File: src/rtl/lmw_pkg.sv
package lmw_pkg;

    typedef enum logic [1:0] {
        ST_IDLE = 2'd0,
        ST_REQ  = 2'd1,
        ST_WR   = 2'd2,
        ST_FIN  = 2'd3
    } lmw_state_e;

endpackage

File: src/rtl/lmw_addr_step.sv
// Next read address: current address plus one word in bytes.
module lmw_addr_step #(
    parameter int AW   = 32,
    parameter int STEP = 4
) (
    input  logic [AW-1:0] cur_i,
    output logic [AW-1:0] nxt_o
);
    always_comb begin
        nxt_o = cur_i + AW'(STEP);
    end
endmodule

File: src/rtl/lmw_idx_track.sv
// Register index stepping and end-of-range detection.
module lmw_idx_track #(
    parameter int IDX_W = 5,
    parameter int LAST  = 31
) (
    input  logic [IDX_W-1:0] idx_i,
    output logic             is_last_o,
    output logic [IDX_W-1:0] nxt_o
);
    always_comb begin
        is_last_o = (idx_i == IDX_W'(LAST));
        nxt_o     = idx_i + IDX_W'(1);
    end
endmodule

File: src/rtl/lmw_word_fmt.sv
// Widens a memory word to register width; SIGNED picks sign or zero fill.
module lmw_word_fmt #(
    parameter int WORD_W = 32,
    parameter int XLEN   = 64,
    parameter bit SIGNED = 1'b0
) (
    input  logic [WORD_W-1:0] word_i,
    output logic [XLEN-1:0]   val_o
);
    localparam int FILL_W = XLEN - WORD_W;

    generate
        if (SIGNED) begin : g_sext
            always_comb val_o = {{FILL_W{word_i[WORD_W-1]}}, word_i};
        end else begin : g_zext
            always_comb val_o = {{FILL_W{1'b0}}, word_i};
        end
    endgenerate
endmodule

File: src/rtl/lmw_seq.sv
module lmw_seq #(
    parameter int XLEN   = 64,
    parameter int WORD_W = 32,
    parameter int NREG   = 32,
    parameter int AW     = 32
) (
    input  logic                    clk,
    input  logic                    rst,
    input  logic                    start_i,
    input  logic [$clog2(NREG)-1:0] start_reg_i,
    input  logic [AW-1:0]           base_addr_i,
    output logic                    mem_req_o,
    output logic [AW-1:0]           mem_addr_o,
    input  logic                    mem_ready_i,
    input  logic [WORD_W-1:0]       mem_data_i,
    output logic                    rf_we_o,
    output logic [$clog2(NREG)-1:0] rf_idx_o,
    output logic [XLEN-1:0]         rf_data_o,
    output logic                    busy_o,
    output logic                    done_o
);
    import lmw_pkg::*;

    localparam int IDX_W = $clog2(NREG);
    localparam int LAST  = NREG - 1;
    localparam int STEP  = WORD_W / 8;

    typedef struct packed {
        lmw_state_e        st;
        logic [IDX_W-1:0]  idx;
        logic [AW-1:0]     addr;
        logic [WORD_W-1:0] word;
    } ctl_t;

    ctl_t ctl_d, ctl_q;

    logic [AW-1:0]    addr_nxt;
    logic [IDX_W-1:0] idx_nxt;
    logic             idx_last;

    lmw_addr_step #(.AW(AW), .STEP(STEP)) u_addr (
        .cur_i (ctl_q.addr),
        .nxt_o (addr_nxt)
    );

    lmw_idx_track #(.IDX_W(IDX_W), .LAST(LAST)) u_idx (
        .idx_i     (ctl_q.idx),
        .is_last_o (idx_last),
        .nxt_o     (idx_nxt)
    );

    lmw_word_fmt #(.WORD_W(WORD_W), .XLEN(XLEN), .SIGNED(1'b0)) u_fmt (
        .word_i (ctl_q.word),
        .val_o  (rf_data_o)
    );

    always_comb begin
        ctl_d = ctl_q;
        unique case (ctl_q.st)
            ST_IDLE: begin
                if (start_i) begin
                    ctl_d.st   = ST_REQ;
                    ctl_d.idx  = start_reg_i;
                    ctl_d.addr = base_addr_i;
                end
            end
            ST_REQ: begin
                if (mem_ready_i) begin
                    ctl_d.word = mem_data_i;
                    ctl_d.st   = ST_WR;
                end
            end
            ST_WR: begin
                if (idx_last) begin
                    ctl_d.st = ST_FIN;
                end else begin
                    ctl_d.st   = ST_REQ;
                    ctl_d.idx  = idx_nxt;
                    ctl_d.addr = addr_nxt;
                end
            end
            ST_FIN: begin
                ctl_d.st = ST_IDLE;
            end
            default: ctl_d.st = ST_IDLE;
        endcase
    end

    always_ff @(posedge clk) begin
        if (rst) begin
            ctl_q <= '0;
        end else begin
            ctl_q <= ctl_d;
        end
    end

    always_comb begin
        mem_req_o  = (ctl_q.st == ST_REQ);
        mem_addr_o = ctl_q.addr;
        rf_we_o    = (ctl_q.st == ST_WR);
        rf_idx_o   = ctl_q.idx;
        busy_o     = (ctl_q.st != ST_IDLE);
        done_o     = (ctl_q.st == ST_FIN);
    end
endmodule

File: config.mk
export PLATFORM = sky130hd
export DESIGN_NAME = lmw_seq
export DESIGN_NICKNAME = d
export VERILOG_FILES = /design/src/rtl/lmw_pkg.sv /design/src/rtl/lmw_addr_step.sv /design/src/rtl/lmw_idx_track.sv /design/src/rtl/lmw_word_fmt.sv /design/src/rtl/lmw_seq.sv
export SDC_FILE = /design/constraint.sdc
export NUM_CORES = 1
export LEC_CHECK = 0
export ABC_AREA = 1
export BUFFER_PORTS_ARGS = -buffer_cell sky130_fd_sc_hd__buf_2
export CAP_MARGIN = 20
export CELL_PAD_IN_SITES_DETAIL_PLACEMENT = 1
export CELL_PAD_IN_SITES_GLOBAL_PLACEMENT = 2
export CORE_ASPECT_RATIO = 2
export CORE_MARGIN = 2
export CORE_UTILIZATION = 27
export DETAILED_ROUTE_END_ITERATION = 8
export PLACE_DENSITY_LB_ADDON = 0.25
export SYNTH_ARGS = -nofsm -noshare
export SYNTH_HDL_FRONTEND = slang
export SYNTH_SLANG_ARGS = --single-unit
File: constraint.sdc
create_clock -name clk -period 2.5 [get_ports clk]
set_clock_uncertainty 0.05 [all_clocks]
set_input_delay 0.125 -clock clk [delete_from_list [all_inputs] [get_ports clk]]
set_output_delay 0.125 -clock clk [all_outputs]
set_load 0.005 [all_outputs]
==> flow_summary.yaml <==
critical_path:
  crit_type: "flip-flop to flip-flop"
  start_kind: "flip-flop"
  ff2ff_path_depth: 9
  slowest_stage: "buf_4"
  critPathCaptureType: "flip-flop"
  critPathRequiredTime_ns: 2.72
  path_buf_inv: 1
  cp_top_family: "buffers and inverters"
  arrival_ns: 2.29
  rrSetupSlack_ns: 0.43
  max_stage_delay_ns: 0.50
  reg2reg_to: "mem_addr_o[18]$_SDFFE_PP0P_"
  cp_max_fo: 49
  rr_startpoint: "rf_idx_o[0]$_SDFFE_PP0P_"
  worstPathCellList: "ha_1 > nand2_1 > nor2_1 > ha_1 > nand2_1 > o21ai_4 > buf_4 > o21ai_0 > a21oi_1"
clock_tree:
  cts_resized: 0
  cts.htree.levels: 3
  clk_pin_slew_worst_paths_ns: 0.06
  cts_root_buf: "clkbuf_16"
  clockBufferDepth: 2
  clk_latency_ns: 0.34
  clock-sinks: 71
  cts_made_buffers: 9
  cts_tree: "done"
logic_synthesis:
  syn_inst: 711
  ys_seq_area_share_pct: 30.5
  ys_ff_latch: 71
  syn_area_mm2: 0.00467
  syn_avg_cell_area_um2: 6.56
  yosysUniqueCellTypes: 33
  yosys_warnings: 0
grt:
  grt_max_degree: 72
  track_usage_pct: 15.6
  grt_pass1_wl_mm: 23.4
  antenna_found_initial: 0
  grt_pass1_vias: 4551
  grt_overflow: 0
floorplan:
  start_util_pct: 27.3
  die_y_um: 190
  fp.coreArea_mm2: 0.0171
  die_area_mm2: 0.0184
  ios: 178
  die_w_um: 97.0
  rows: 68
placement:
  io_buffers: 145
  place_area_mm2: 0.00490
  dp_hpwl_mm: 10.1
  place_congestion: 0.738
sta:
  tightestPinTransition_ns: 0.566
  hold_viol: 0
  setup_violations: 0
  finalCritPeriodShare_pct: 82.8
  final_max_slew_viol_count: 0
  finalCriticalPeriod_ns: 2.07
  hold_slack_ns: 0.0135
  relSlewSlack_pct: 62.3
  fmax_mhz: 483
  setup_tns_ns: 0
  rsz0062_at_grt: "false"
drt:
  drc: 0
  routed_via_density: 4.44
  antenna_left: 0
  routed_wirelength_mm: 14.2
  post_drt_wl_per_cell_um: 14.1
  vias: 4470
  firstDrtPassIters: 4
  drt-initial-drc-count: 86
hold_path:
  hold_path_end: "ctl_q[9]$_SDFFE_PP0P_"
  holdCritStartpoint: "mem_data_i[9]"
  hold_depth: 3
  hold_class: "input pin to flip-flop"
power_and_ir_drop:
  power_leakage_nw: 2.35
  peakVddDrop_uv: 329
  power.density_mw_per_mm2: 575
final_layout:
  area_delta_synth_final_pct: 16.0
  fillCellCount: 2219
  diodes: 0
  final_area_mm2: 0.00541
  layout-drive-gt1-share_pct: 26.6
  final_cell_mix: "183 x nand2_1, 145 x buf_2, 90 x nor2_1"
  final_common_cell: "nand2_1"
  nNetsFinal: 868
flow_run:
  maxCapViolCount: 0
run_status:
  status: "completed"
## power breakdown
group          internal [mW]  switching [mW]  leakage [nW]  total, mW
clock                  0.801           0.530         0.149       1.33
sequential              1.20          0.0816         0.581       1.28
combinational          0.214           0.282          1.62      0.496
total                   2.22           0.894          2.35       3.11
## metrics by stage
stage,util (%),power (mW),instances,setup slack [ns]
3_3_place_gp,28.7,1.78,970,0.529
3_5_place_dp,28.7,1.79,970,0.428
6_report,31.7,3.11,1007,0.430
2_1_floorplan,-,1.71,742,0.947
4_1_cts,31.7,3.18,1007,0.397
5_1_grt,31.7,3.30,1007,0.182
## what timing repair did
item | CTS | global route
endpoints found under the hold margin | 21 | 0
setup buffers | 0 | 0
hold buffers | 21 | 0
setup endpoints to repair | 0 | 0
## per-layer routing
layer,routed length [µm],up-vias,share of wire [%],global-route usage (%)
li1,-,2298,-,-
met1,6230,2070,44,19.1
met2,7170,92,50,27.5
met3,629,10,4.4,2.83
met4,181,0,1.3,5.04
met5,0,-,0,0
## cell usage after synthesis, drive strengths merged
cell type | instances | area share, %
a211oi | 3 | 0.59
a21oi | 71 | 8.4
a31oi | 1 | 0.13
and2 | 1 | 0.13
buf | 115 | 18
clkbuf | 19 | 1.5
conb | 1 | 0.080
dfxtp | 71 | 30
ha | 3 | 0.80
inv | 35 | 2.8
nand2 | 196 | 16
nand3 | 63 | 7.0
nor2 | 100 | 8.9
nor3 | 6 | 0.75
o21ai | 19 | 2.3
o21bai | 1 | 0.16
o221ai | 1 | 0.19
o31ai | 2 | 0.32
or2 | 1 | 0.13
xnor2 | 2 | 0.38
## worst reg2reg max path: cells and delay by family (launching register included)
kind	cells	cell delay, ns
buf+inv	1	0.50
compound gates	3	0.45
flops	1	0.40
fa+ha+maj	2	0.33
simple gates	3	0.28
## cell type report
class / instances / area (µm²) / area share (%)
well taps: 210 / 263 / 4.85
repair buffers: 173 / 1000 / 18.5
flip-flops and latches: 71 / 1420 / 26.3
inverters: 35 / 131 / 2.43
clock inverters: 5 / 57.6 / 1.06
clock buffers: 11 / 243 / 4.48
multi-input cells: 502 / 2300 / 42.4
## sequential cells by signal, indices dropped and copies added (netlist names)
register and flops:
ctl_q 34, rf_idx_o 5, mem_addr_o 32
## how the worst max path moves through the flow
stage | end | slack [ns] | cells after the start | start
6_report | mem_addr_o[18]$_SDFFE_PP0P_ | 0.43 | 9 | rf_idx_o[0]$_SDFFE_PP0P_
5_1_grt | mem_addr_o[18]$_SDFFE_PP0P_ | 0.18 | 9 | rf_idx_o[0]$_SDFFE_PP0P_
4_1_cts | mem_addr_o[18]$_SDFFE_PP0P_ | 0.40 | 9 | rf_idx_o[0]$_SDFFE_PP0P_
3_5_place_dp | mem_addr_o[18]$_SDFFE_PP0P_ | 0.43 | 9 | rf_idx_o[0]$_SDFFE_PP0P_
3_3_place_gp | mem_addr_o[18]$_SDFFE_PP0P_ | 0.53 | 9 | rf_idx_o[0]$_SDFFE_PP0P_
2_1_floorplan | mem_addr_o[22]$_SDFFE_PP0P_ | 0.95 | 10 | rf_idx_o[0]$_SDFFE_PP0P_
## cell families (layout without fill, tap and decap cells)
kind of cell,Yosys count,in the layout,share of synthesized area (%)
DFF,71,71,30.5
adders and majority gates,3,3,0.804
other,1,32,0.0804
xor gates and xnor gates,2,2,0.375
and+or+nand+nor,367,367,33.4
AOI/OAI and AO/OA,98,98,12.1
buffers and inverters,169,224,22.8
Note: power is estimated with default switching activity, not from simulation.
